$ cat config.mk
export PLATFORM = sky130hd
export DESIGN_NAME = nic_csr_irq
export DESIGN_NICKNAME = d
export VERILOG_FILES = /design/src/rtl/nic_csr_pkg.sv /design/src/rtl/nic_csr_ctl.sv /design/src/rtl/nic_csr_dp.sv /design/src/rtl/nic_csr_irq.sv
export SDC_FILE = /design/constraint.sdc
export NUM_CORES = 1
export LEC_CHECK = 0
export BUFFER_PORTS_ARGS = -buffer_cell sky130_fd_sc_hd__buf_2
export CAP_MARGIN = 15
export CORE_ASPECT_RATIO = 0.7
export CORE_UTILIZATION = 38
export DETAILED_ROUTE_END_ITERATION = 7
export PLACE_DENSITY = 0.67
export SLEW_MARGIN = 20
export SYNTH_ARGS = -nofsm -noshare
export SYNTH_HDL_FRONTEND = slang
export SYNTH_SLANG_ARGS = --single-unit
$ cat constraint.sdc
create_clock -name clk -period 1.3 [get_ports clk]
set_clock_uncertainty 0.15 [all_clocks]
set_input_delay 0.195 -clock clk [delete_from_list [all_inputs] [get_ports clk]]
set_output_delay 0.195 -clock clk [all_outputs]
set_load 0.02 [all_outputs]
$ cat src/rtl/nic_csr_pkg.sv
package nic_csr_pkg;
  localparam int WORD_W   = 16;
  localparam int N_EVT    = 7;
  localparam int FLAG_LSB = 8;
  localparam int ERR_BIT  = 15;
  localparam int INTR_BIT = 7;
  localparam int IENA_BIT = 6;
  localparam int RXON_BIT = 5;
  localparam int TXON_BIT = 4;
  localparam int TDMD_BIT = 3;
  localparam int STOP_BIT = 2;
  localparam int STRT_BIT = 1;
  localparam int INIT_BIT = 0;

  // event index inside the flag vector (flag i sits at word bit FLAG_LSB+i)
  localparam int EV_IDON = 0;
  localparam int EV_TINT = 1;
  localparam int EV_RINT = 2;
  localparam int EV_MERR = 3;
  localparam int EV_MISS = 4;
  localparam int EV_CERR = 5;
  localparam int EV_BABL = 6;

  // events that may raise the interrupt summary and own a mask bit
  localparam logic [N_EVT-1:0] MASKABLE = 7'b101_1111;
  // events folded into the error summary
  localparam logic [N_EVT-1:0] ERR_SET  = 7'b111_1000;

  // writable bits of the status word (summaries are read-only)
  localparam logic [WORD_W-1:0] STATUS_WR_MASK = 16'h7F4F;

  typedef struct packed {
    logic             wrStatus;
    logic             wrMask;
    logic             doStop;
    logic             doStart;
    logic             doInit;
    logic             doDemand;
    logic             ienaVal;
    logic [N_EVT-1:0] clrFlags;
    logic [N_EVT-1:0] maskVal;
  } csr_strobe_t;
endpackage

$ cat src/rtl/nic_csr_ctl.sv
module nic_csr_ctl
  import nic_csr_pkg::*;
(
  input  logic              busWr,
  input  logic              regSel,
  input  logic [WORD_W-1:0] busWdata,
  input  logic              started,
  output csr_strobe_t       strobe
);
  logic [WORD_W-1:0] wd;
  logic wrS;
  logic wrM;

  always_comb begin
    wd  = busWdata & STATUS_WR_MASK;
    wrS = busWr && !regSel;
    wrM = busWr && regSel;

    strobe.wrStatus = wrS;
    strobe.wrMask   = wrM;
    // stop beats every other command in the same write
    strobe.doStop   = wrS && wd[STOP_BIT];
    strobe.doStart  = wrS && wd[STRT_BIT] && !wd[INIT_BIT] && !wd[STOP_BIT];
    strobe.doInit   = wrS && wd[INIT_BIT] && !wd[STOP_BIT];
    strobe.doDemand = wrS && wd[TDMD_BIT] && !wd[STOP_BIT] && started;
    strobe.ienaVal  = wd[IENA_BIT];
    strobe.clrFlags = wrS ? wd[FLAG_LSB +: N_EVT] : '0;
    strobe.maskVal  = wd[FLAG_LSB +: N_EVT] & MASKABLE;
  end
endmodule

$ cat src/rtl/nic_csr_dp.sv
module nic_csr_dp
  import nic_csr_pkg::*;
(
  input  logic              clk,
  input  logic              rstN,
  input  csr_strobe_t       strobe,
  input  logic [N_EVT-1:0]  evSet,
  output logic [WORD_W-1:0] statusWord,
  output logic [WORD_W-1:0] maskWord,
  output logic              started,
  output logic              irq,
  output logic              initQ,
  output logic              stopQ,
  output logic              rxOnQ,
  output logic              txOnQ,
  output logic              tdmdQ
);
  logic [N_EVT-1:0] flagQ;
  logic [N_EVT-1:0] maskQ;
  logic             ienaQ;
  logic             strtQ;
  logic             errSum;
  logic             intrSum;

  // one flag register per event source
  for (genvar i = 0; i < N_EVT; i++) begin : g_flag
    always_ff @(posedge clk) begin
      if (!rstN) flagQ[i] <= 1'b0;
      else       flagQ[i] <= evSet[i] | (flagQ[i] & ~strobe.clrFlags[i]);
    end
  end

  always_ff @(posedge clk) begin
    if (!rstN) begin
      maskQ <= '0;
      ienaQ <= 1'b0;
    end else begin
      if (strobe.wrMask)   maskQ <= strobe.maskVal;
      if (strobe.wrStatus) ienaQ <= strobe.ienaVal;
    end
  end

  always_ff @(posedge clk) begin
    if (!rstN) begin
      stopQ <= 1'b1;
      strtQ <= 1'b0;
      initQ <= 1'b0;
      rxOnQ <= 1'b0;
      txOnQ <= 1'b0;
      tdmdQ <= 1'b0;
    end else if (strobe.doStop) begin
      stopQ <= 1'b1;
      strtQ <= 1'b0;
      initQ <= 1'b0;
      rxOnQ <= 1'b0;
      txOnQ <= 1'b0;
      tdmdQ <= 1'b0;
    end else begin
      if (strobe.doStart) begin
        strtQ <= 1'b1;
        rxOnQ <= 1'b1;
        txOnQ <= 1'b1;
      end
      if (strobe.doStart || strobe.doInit) stopQ <= 1'b0;
      if (strobe.doInit)            initQ <= 1'b1;
      else if (evSet[EV_IDON])      initQ <= 1'b0;
      tdmdQ <= strobe.doDemand && !tdmdQ;
    end
  end

  always_comb begin
    errSum  = |(flagQ & ERR_SET);
    intrSum = |(flagQ & ~maskQ & MASKABLE);
    irq     = intrSum && ienaQ;
    started = strtQ;

    statusWord                       = '0;
    statusWord[ERR_BIT]              = errSum;
    statusWord[FLAG_LSB +: N_EVT]    = flagQ;
    statusWord[INTR_BIT]             = intrSum;
    statusWord[IENA_BIT]             = ienaQ;
    statusWord[RXON_BIT]             = rxOnQ;
    statusWord[TXON_BIT]             = txOnQ;
    statusWord[TDMD_BIT]             = tdmdQ;
    statusWord[STOP_BIT]             = stopQ;
    statusWord[STRT_BIT]             = strtQ;
    statusWord[INIT_BIT]             = initQ;

    maskWord                         = '0;
    maskWord[FLAG_LSB +: N_EVT]      = maskQ;
  end

  // a pulse always leaves its flag set on the next cycle
  a_r3_pulse_sets_flag: assert property (@(posedge clk) disable iff (!rstN)
    (evSet != '0) |=> ((flagQ & $past(evSet)) == $past(evSet)));

  // stop request drops every run level
  a_r8_stop_clears_run: assert property (@(posedge clk) disable iff (!rstN)
    strobe.doStop |=> (stopQ && !strtQ && !initQ && !rxOnQ && !txOnQ && !tdmdQ));

  // poll demand never lasts more than one cycle
  a_r10_demand_one_cycle: assert property (@(posedge clk) disable iff (!rstN)
    tdmdQ |=> !tdmdQ);

  // stopped and started are never both set
  a_r7_stop_start_excl: assert property (@(posedge clk) disable iff (!rstN)
    $onehot0({stopQ, strtQ}));

  // a start request leaves the controller running
  a_r7_start_runs: assert property (@(posedge clk) disable iff (!rstN)
    strobe.doStart |=> (strtQ && rxOnQ && txOnQ && !stopQ));
endmodule

$ cat src/rtl/nic_csr_irq.sv
module nic_csr_irq
  import nic_csr_pkg::*;
(
  input  logic              clk,
  input  logic              rstN,
  input  logic              busWr,
  input  logic              regSel,
  input  logic [WORD_W-1:0] busWdata,
  output logic [WORD_W-1:0] busRdata,
  input  logic              evInitDone,
  input  logic              evTxDone,
  input  logic              evRxDone,
  input  logic              evMemErr,
  input  logic              evMissed,
  input  logic              evCollErr,
  input  logic              evBabble,
  output logic              runInit,
  output logic              runStart,
  output logic              runStop,
  output logic              rxOn,
  output logic              txOn,
  output logic              pollReq,
  output logic              irq
);
  csr_strobe_t       strobe;
  logic [N_EVT-1:0]  evSet;
  logic [WORD_W-1:0] statusWord;
  logic [WORD_W-1:0] maskWord;
  logic              started;

  always_comb begin
    evSet          = '0;
    evSet[EV_IDON] = evInitDone;
    evSet[EV_TINT] = evTxDone;
    evSet[EV_RINT] = evRxDone;
    evSet[EV_MERR] = evMemErr;
    evSet[EV_MISS] = evMissed;
    evSet[EV_CERR] = evCollErr;
    evSet[EV_BABL] = evBabble;
  end

  nic_csr_ctl u_ctl (
    .busWr    (busWr),
    .regSel   (regSel),
    .busWdata (busWdata),
    .started  (started),
    .strobe   (strobe)
  );

  nic_csr_dp u_dp (
    .clk        (clk),
    .rstN       (rstN),
    .strobe     (strobe),
    .evSet      (evSet),
    .statusWord (statusWord),
    .maskWord   (maskWord),
    .started    (started),
    .irq        (irq),
    .initQ      (runInit),
    .stopQ      (runStop),
    .rxOnQ      (rxOn),
    .txOnQ      (txOn),
    .tdmdQ      (pollReq)
  );

  assign runStart = started;
  assign busRdata = regSel ? maskWord : statusWord;

  // the output only rises when the status word shows summary and enable
  a_r6_irq_gated: assert property (@(posedge clk) disable iff (!rstN)
    irq |-> (statusWord[INTR_BIT] && statusWord[IENA_BIT]));
endmodule

# Yosys cells after proc, flatten, opt, wreduce, memory -nomap -nowiden
# Cells that the tools add are included.
[totals] register_bits=18 word_cells=63
[classes] reduce_logical=22 bitwise_logic=24 mux=4
[op_table] cell="2-to-1 mux 16 bit" n=1
[op_table] cell="logical AND 1 bit" n=13
[op_table] cell="inverter 1 bit" n=8
[op_table] cell="AND 1 bit" n=7
[op_table] cell="AND 7 bit" n=1
[op_table] cell="2-to-1 mux 7 bit" n=1
[op_table] cell="inverter 7 bit" n=1
[op_table] cell="OR 1 bit" n=7
[op_table] cell="OR reduction 6 bit" n=1
[op_table] cell="logical NOT 1 bit" n=4
[op_table] cell="OR reduction 4 bit" n=1
[op_table] cell="2-to-1 mux 1 bit" n=2
[op_table] cell="nonzero test 2 bit" n=1
[op_table] cell="OR reduction 2 bit" n=1
[op_table] cell="logical OR 1 bit" n=1

# Depth between registers and ports, before layout
# Gate-level depths: netlist of run 1.
[logic_depth] word_depth=6 mapped_depth=5 depth_no_buf=3

# Modules after synthesis
# Synthesis of run 1 repeated with hierarchy kept, for this count alone.
[unflattened] hier_cells=136 hier_area_um2=1322.5
[by_module_without_submodules] module="nic_csr_dp" cells_each=93 seq_area_each_um2=380.4 area_per_inst_um2=869.6 n_inst=1
[by_module_without_submodules] module="nic_csr_irq" cells_each=18 seq_area_each_um2=0.0 area_per_inst_um2=249.0 n_inst=1
[by_module_without_submodules] module="nic_csr_ctl" cells_each=25 seq_area_each_um2=0.0 area_per_inst_um2=203.9 n_inst=1

# Least setup slack after synthesis of run 1
# OpenSTA, ideal clock, no wires.
[synth_timing] path_kind="register -> output" startpoint="reg, netlist name u_dp.started" endpoint="out busRdata[4]" required_ns=0.955 slack_ns=-0.197 t_arrival_ns=1.152 stages_incl_launch_ff=3 n_path_buf=1 path_cell_list="dfxtp_1 > nor2b_1 > buf_4"
[synth_lines] item="end: declaration" line="nic_csr_irq.sv:9" text="output logic [WORD_W-1:0] busRdata,"

# Final worst setup path of run 1
[layout_timing] startpoint="reg u_dp.flagQ[4] (netlist: u_dp.statusWord[12])" endpoint="out irq"
[layout_between] elab_chain_cells=3
[layout_lines] item="start: declaration" line="nic_csr_dp.sv:18" text="logic [N_EVT-1:0] flagQ;"
[layout_lines] item="start signal: indexed assignment" line="nic_csr_dp.sv:29" text="else flagQ[i] <= evSet[i] | (flagQ[i] & ~strobe.clrFlags[i]);"
[layout_lines] item="AND 7 bit" line="nic_csr_dp.sv:73" text="intrSum = |(flagQ & ~maskQ & MASKABLE);"
[layout_lines] item="OR reduction 6 bit" line="nic_csr_dp.sv:73"
[layout_lines] item="logical AND 1 bit" line="nic_csr_dp.sv:74" text="irq = intrSum && ienaQ;"
[layout_lines] item="end: declaration" line="nic_csr_irq.sv:23" text="output logic irq"
# Every way passes these cells.

==> results of run 1 <==
[flip-flops by register name, indices dropped and copies added, names as in the netlist]
name             cells
u_dp.initQ           1
u_dp.ienaQ           1
u_dp.stopQ           1
u_dp.started         1
u_dp.maskQ           6
u_dp.tdmdQ           1
u_dp.statusWord      7
[layout make-up]
| class | count | area [um^2] | share of cell area (%) |
|---|---|---|---|
| Clock buffer | 4 | 36.3 | 2.24 |
| Inverter | 4 | 15.0 | 0.926 |
| Multi-Input combinational cell | 67 | 562 | 34.6 |
| Sequential cell | 18 | 385 | 23.8 |
| Tap cell | 32 | 40.0 | 2.47 |
| Timing Repair Buffer | 71 | 583 | 36.0 |
[where the power goes]
| group | internal [mW] | leakage (nW) | switching, mW |
|---|---|---|---|
| logic | 0.216 | 0.540 | 0.174 |
| clock network | 0.171 | 0.0210 | 0.185 |
| registers | 0.584 | 0.154 | 0.0244 |
[layout by cell type, fill, tap and decap left out, types with 2 or more instances in the layout]
cell type and n:
nor2b_4 6, clkbuf_4 4, inv_1 4, dfxtp_4 2, nand2_1 7, a21oi_1 2
dfxtp_1 2, nand3_1 6, mux2_2 2, buf_6 18, nor2b_1 5, mux2_4 4
buf_4 11, nor2_1 3, o21a_1 7, dfxtp_2 14, a21boi_0 13, buf_2 26
dlygate4sd3_1 14
[how the worst max path moves through the flow]
stage | cells after the start | from | end
6_report | 4 | u_dp.statusWord[12]$_SDFF_PN0_ | irq
2_1_floorplan | 3 | u_dp.statusWord[11]$_SDFF_PN0_ | busRdata[7]
4_1_cts | 4 | u_dp.statusWord[12]$_SDFF_PN0_ | busRdata[7]
5_1_grt | 4 | u_dp.statusWord[12]$_SDFF_PN0_ | irq
3_3_place_gp | 4 | u_dp.statusWord[11]$_SDFF_PN0_ | busRdata[7]
3_5_place_dp | 4 | u_dp.statusWord[11]$_SDFF_PN0_ | busRdata[7]
[critical path: cells and delay by family, from the launching register on]
family | cells | cell delay, ns
compound gates | 2 | 0.45
flops | 1 | 0.34
buf+inv | 1 | 0.17
simple gates | 1 | 0.12
[cell families after synthesis]
family | synth area share, %
buf+inv | 8.38
mux | 8.52
compound gates | 24.0
simple gates | 19.5
flops | 39.6
[routing by layer]
metal,wire (um),vias up,share of wire [%]
met3,122,4,4.3
met5,0,-,0
li1,-,470,-
met4,36,0,1.3
met1,1280,449,45
met2,1400,34,49
[stage by stage]
step	setup slack, ns	instance area (um^2)	instances	utilization (%)
after floorplan	-0.0458	918	98	-
after global placement	-0.142	1200	175	54.5
after detailed placement	-0.162	1200	175	54.5
after CTS	-0.438	1520	194	68.7
after global routing	-0.494	1620	196	73.5
final	-0.437	1620	196	73.5
[repair_timing]
item	CTS	global route
setup buffers	2	1
pin swaps	5	2
endpoints found under the setup margin	16	18
resized for setup	46	26
endpoints found under the hold margin	12	2
hold buffers	13	1
==> summary.md, run 1 <==
| Metric | Value |
|---|---|
| Setup TNS | -2.21 ns |
| RSZ-0062 raised after global routing | true |
| Routability-driven placement congestion ratio | 0.721 |
| Hold EP | u_dp.maskQ[6]$_SDFFE_PN0P_ |
| Leading area contributor after synthesis | dfxtp_1 |
| Hold Startpoint | busWdata[14] |
| Drt drc | 0 |
| Worst reg2reg path startpoint | u_dp.statusWord[12]$_SDFF_PN0_ |
| Status | finished, violations left |
| CTS sink count | 18 |
| Met2 Usage GRT | 35.8% |
| Cell Area, Synth | 911 um^2 |
| Via count | 957 |
| Post-DR vias/cell | 4.88 |
| Final WS setup | -0.437 ns |
| Worst-path fanout max | 2 |
| CP max stage delay | 0.34 ns |
| Critical Path AT | 1.39 ns |
| Initial antenna violation count | 0 |
| Grt met3 use | 6.40% |
| First-pass GRT wire length | 4200 um |
| Post-synthesis sequential area ratio | 39.6% |
| Synthesis warning total | 0 |
| Worst skew pair latency | 0.30 ns |
| Hold WC Path Type | in2reg |
| R2R Setup Slk | 0.28 ns |
| CTS tree | built |
| H-tree depth | 1 |
| Final Hold Fails | 0 |
| Routed Antenna Nets | 0 |
| Largest net degree at the start of global routing | 14 |
| Slew at the pin closest to its max-slew limit | 0.287 ns |
| Most frequent cell after synthesis | dfxtp_1 |
| Relative slew slack | 80.9% |
| Endpoints failing setup | 12 |
| Peak supply drop | 654 uV |
| Total die area | 2600 um^2 |
| Number of flops mapped to enable cells by yosys | 0 |
| Top-area cell type share of the netlist area | 39.6% |
| Remaining global-route overflow | 0 |
| Initial Util | 41.3% |
| Mean Syn Cell Area | 9.29 um^2 |
| Max Freq | 0.576 GHz |
| CTS Buf Count | 3 |
| Critical path, cell by cell | nor2b_4 > a2111oi_4 > a21boi_1 > buf_4 |
| Max cap viols | 0 |
| IO buf count | 45 |
| CP max-delay cell | dfxtp_2 |
| Critical Path RT | 0.95 ns |
| Min Hold Slack | 0.00158 ns |
| Failing checks | setup timing |
| Fillers | 168 |
| Reg2reg end | u_dp.statusWord[12]$_SDFF_PN0_ |
| Clk slew on worst S/H paths | 0.11 ns |
| Core box area | 2210 um^2 |
| Diode count | 0 |
| Tcrit/Tclk final | 134% |
| Worst R2R Path Depth | 3 |
| Leak Pwr | 0.715 nW |
| CP Launch Type | flip-flop |
| Ys async rst share | 0% |
| Syn_nets | 125 |
| Slew Viols, Final | 0 |
| GRT Overall Usage | 22.8% |
| Root buf cell | clkbuf_4 |
| DP HPWL | 1790 um |
| Top Usage Layer GRT | met2 |
| Hold depth | 3 |
| Fin nets | 192 |
| Core Rows | 14 |
| Synth area leaders | dfxtp_1 (40%), a21boi_0 (12%), nor2b_1 (7.6%) |
| I/O pin total | 50 |
| Share of cells above drive strength 1 | 57.9% |
| Synth Flop Type | dfxtp_1 |
| DRT iter0 DRCs | 24 |
| Min cycle time layout | 1.74 ns |
| Layout area overhead | 78.0% |
| Die Y-Extent | 43.0 um |
| Post-synth top cells | dfxtp_1 (18), a21boi_0 (14), nor2b_1 (11) |
| Detailed Route WL | 2850 um |
| Max Root-Sink Buffers | 2 |
| Die W | 60.5 um |
| Power Dens Cells | 835 nW/um^2 |
| Routed WL per cell | 14.5 um |
| DR pass1 iterations | 5 |
| Worst setup EP type | output port |
| #FFs+latches synth | 18 |
| Grt met1 use | 29.5% |
| Worst setup path category | reg2out |
| Gate Count Post-Synth | 98 |
| Pwr Total | 1.35 mW |
| Synth unique cells | 25 |
| Vias in the first global route | 905 |
No activity file was read; power rests on OpenSTA's default activity.
==> inputs of run 2 (changes only) <==
Settings changed: PLACE_DENSITY 0.67 to 0.61, SYNTH_HIERARCHICAL set to 1.
==> summary.md, run 2 <==
| Metric | Value |
|---|---|
| Status | finished, violations left (unchanged) |
| Failing checks | setup timing (unchanged) |
| GRT Overall Usage | 15.7% (was 22.8%) |
| Final Hold Fails | 0 (unchanged) |
| Top-area cell type share of the netlist area | 28.8% (was 39.6%) |
| Power Dens Cells | 833 nW/um^2 (was 835 nW/um^2) |
| CTS sink count | 19 (was 18) |
| Hold WC Path Type | in2reg (unchanged) |
| Routed WL per cell | 11.7 um (was 14.5 um) |
| Crit path buf inv count | 1 (unchanged) |
| Grt met3 use | 4.14% (was 6.40%) |
| Total die area | 3720 um^2 (was 2600 um^2) |
| I/O pin total | 50 (unchanged) |
| Diode count | 0 (unchanged) |
| Post-synth top cells | buf_4 (31), dfxtp_1 (19), mux2_4 (10) (was dfxtp_1 (18), a21boi_0 (14), nor2b_1 (11)) |
| Final WS setup | -0.556 ns (was -0.437 ns) |
| Top Usage Layer GRT | met2 (unchanged) |
| FF+latch area | 402 um^2 (was 385 um^2) |
| Cell Area, Synth | 1320 um^2 (was 911 um^2) |
| Worst setup EP type | output port (unchanged) |
| Leading area contributor after synthesis | dfxtp_1 (unchanged) |
| Mean Syn Cell Area | 9.72 um^2 (was 9.29 um^2) |
| Max Freq | 0.539 GHz (was 0.576 GHz) |
| R2R Setup Slk | 0.21 ns (was 0.28 ns) |
| Remaining global-route overflow | 0 (unchanged) |
| Worst-path fanout max | 3 (was 2) |
| Endpoints failing setup | 17 (was 12) |
| CP max-delay cell | or4_1 (was dfxtp_2) |
| DP HPWL | 2000 um (was 1790 um) |
| Commonest non-fill, non-tap cells in the layout | buf_2 (27), buf_6 (23), buf_4 (18) (was buf_2 (26), buf_6 (18), dlygate4sd3_1 (14), dfxtp_2 (14), a21boi_0 (13)) |
| Synth Flop Type | dfxtp_1 (unchanged) |
| Worst reg2reg path startpoint | u_dp/stopQ$_SDFFE_PP1P_ (was u_dp.statusWord[12]$_SDFF_PN0_) |
| Hold Startpoint | evBabble (was busWdata[14]) |
| Synth unique cells | 28 (was 25) |
| Core Rows | 17 (was 14) |
| Ys async rst share | 0% (unchanged) |
| Grt met1 use | 20.6% (was 29.5%) |
| Most frequent cell after synthesis | buf_4 (was dfxtp_1) |
| Tcrit/Tclk final | 143% (was 134%) |
| Clk slew on worst S/H paths | 0.08 ns (was 0.11 ns) |
| Crit path max-delay family | simple AND/OR/NAND/NOR gates (was compound AO/OA/AOI/OAI gates) |
| Max Root-Sink Buffers | 2 (unchanged) |
| CTS Buf Count | 3 (unchanged) |
| Min cycle time layout | 1.86 ns (was 1.74 ns) |
| Routability-driven placement congestion ratio | 0.779 (was 0.721) |
| Routed Antenna Nets | 0 (unchanged) |
| Detailed Route WL | 2720 um (was 2850 um) |
| IO buf count | 45 (unchanged) |
| Root buf cell | clkbuf_8 (was clkbuf_4) |
| Post-synthesis sequential area ratio | 28.8% (was 39.6%) |
| Layout area overhead | 38.5% (was 78.0%) |
| Setup TNS | -2.53 ns (was -2.21 ns) |
| Worst skew pair latency | 0.26 ns (was 0.30 ns) |
| Initial Util | 40.9% (was 41.3%) |
| Core box area | 3230 um^2 (was 2210 um^2) |
| Gate Count Post-Synth | 136 (was 98) |
| DR pass1 iterations | 4 (was 5) |
| Fillers | 305 (was 168) |
| Peak supply drop | 577 uV (was 654 uV) |
| Critical Path AT | 1.51 ns (was 1.39 ns) |
| Fin util | 56.7% (was 73.5%) |
| Met2 Usage GRT | 26.0% (was 35.8%) |
| Largest net degree at the start of global routing | 13 (was 14) |
| Share of cells above drive strength 1 | 68.8% (was 57.9%) |
| Fin nets | 214 (was 192) |
| Vias in the first global route | 956 (was 905) |
| Critical path, cell by cell | or4_1 > mux2_4 > buf_6 (was nor2b_4 > a2111oi_4 > a21boi_1 > buf_4) |
| Synth area leaders | dfxtp_1 (29%), buf_4 (18%), mux2_4 (11%) (was dfxtp_1 (40%), a21boi_0 (12%), nor2b_1 (7.6%)) |
| Drt drc | 0 (unchanged) |
| Pre-CTS WS | -0.299 ns (was -0.162 ns) |
| Synthesis warning total | 6 (was 0) |
| CTS tree | built (unchanged) |
| Initial antenna violation count | 0 (unchanged) |
| Most common cell after layout, fill and taps aside | buf_2 (unchanged) |
| Post-DR vias/cell | 4.27 (was 4.88) |
| Leak Pwr | 0.893 nW (was 0.715 nW) |
| First-pass GRT wire length | 4420 um (was 4200 um) |
| CP Launch Point | u_dp/statusWord[12]$_SDFF_PN0_ (was u_dp.statusWord[12]$_SDFF_PN0_) |
| CP max stage delay | 0.50 ns (was 0.34 ns) |
| Slew Viols, Final | 0 (unchanged) |
| Worst setup path category | reg2out (unchanged) |
| CP Launch Type | flip-flop (unchanged) |
| Die W | 72.5 um (was 60.5 um) |
| Die Y-Extent | 51.4 um (was 43.0 um) |
| H-tree depth | 1 (unchanged) |
| Multi-input combinational cell area | 699 um^2 (was 562 um^2) |
| DRT iter0 DRCs | 10 (was 24) |
| Critical Path RT | 0.95 ns (about the same) |
| Via count | 996 (was 957) |
| #FFs+latches synth | 19 (was 18) |
| Fin area | 1830 um^2 (was 1620 um^2) |
| Area after DPL | 1540 um^2 (was 1200 um^2) |
| Max cap viols | 0 (unchanged) |
| Number of flops mapped to enable cells by yosys | 0 (unchanged) |
| RSZ-0062 raised after global routing | true (unchanged) |
## run 2: cell count changes in the layout (fill, tap and decap cells not counted), moves of 6 or more
cell           before  now
a21boi_0           13    0
dlygate4sd3_1      14    3
conb_1              0   10
and2_2              0    9
mux2_4              4   12
buf_4              11   18
mux2i_1             1    8
nand2_1             7    0
inv_2               0    6
nand3_1             6    0
## run 2: area by class of cell
type / count / share of cell area [%]
repair buffers: 73 / 32.7
inverters: 7 / 1.43
well taps: 47 / 3.21
clock inverters: 1 / 0.273
multi-input cells: 83 / 38.2
flip-flops and latches: 19 / 21.9
clock buffers: 3 / 2.25
## run 2: where the power goes
| group | total (mW) | internal (mW) | switching (mW) |
|---|---|---|---|
| logic | 0.470 | 0.276 | 0.194 |
| clock network | 0.418 | 0.213 | 0.205 |
| registers | 0.638 | 0.615 | 0.0226 |
| total | 1.53 | 1.11 | 0.421 |
## run 2: kinds of logic after synthesis
group / synth area share (%)
other: 0.568
buffers and inverters: 23.2
and+or+nand+nor: 18.7
AOI/OAI and AO/OA: 6.24
DFF: 28.8
muxes: 22.5
## run 2: metrics by stage
| step | hold slack, ns | power (mW) | std cells |
|---|---|---|---|
| after floorplan | 0.169 | 0.936 | 144 |
| after global placement | 0.254 | 1.02 | 220 |
| after detailed placement | 0.265 | 1.03 | 220 |
| after CTS | 0.000662 | 1.53 | 231 |
| after global routing | 0.0106 | 1.60 | 233 |
| final | 0.00241 | 1.53 | 233 |
## run 2: timing repair
item | CTS | global route
cloned | 0 | 0
setup endpoints to repair | 17 | 17
hold buffers | 3 | 0
resized for setup | 58 | 7
buffers inserted | 4 | 2
endpoints found under the hold margin | 3 | 0
pin swaps | 2 | 2
## run 2: worst paths after layout
kind                                     to  depth (start not counted)
max                            busRdata[15]                          3
min          u_dp/statusWord[14]$_SDFF_PN0_                          2
max reg2reg         u_dp/stopQ$_SDFFE_PP1P_                          3
min reg2reg           u_dp/tdmdQ$_SDFF_PP0_                          1
## run 2: metal layers
| metal | up-vias | routed length (um) | part of all wire (%) |
|---|---|---|---|
| met1 | 461 | 1240 | 46 |
| met3 | 3 | 142 | 5.2 |
| met5 | - | 0 | 0 |
| met4 | 0 | 10 | 0.37 |
| met2 | 23 | 1320 | 49 |
| li1 | 509 | - | - |
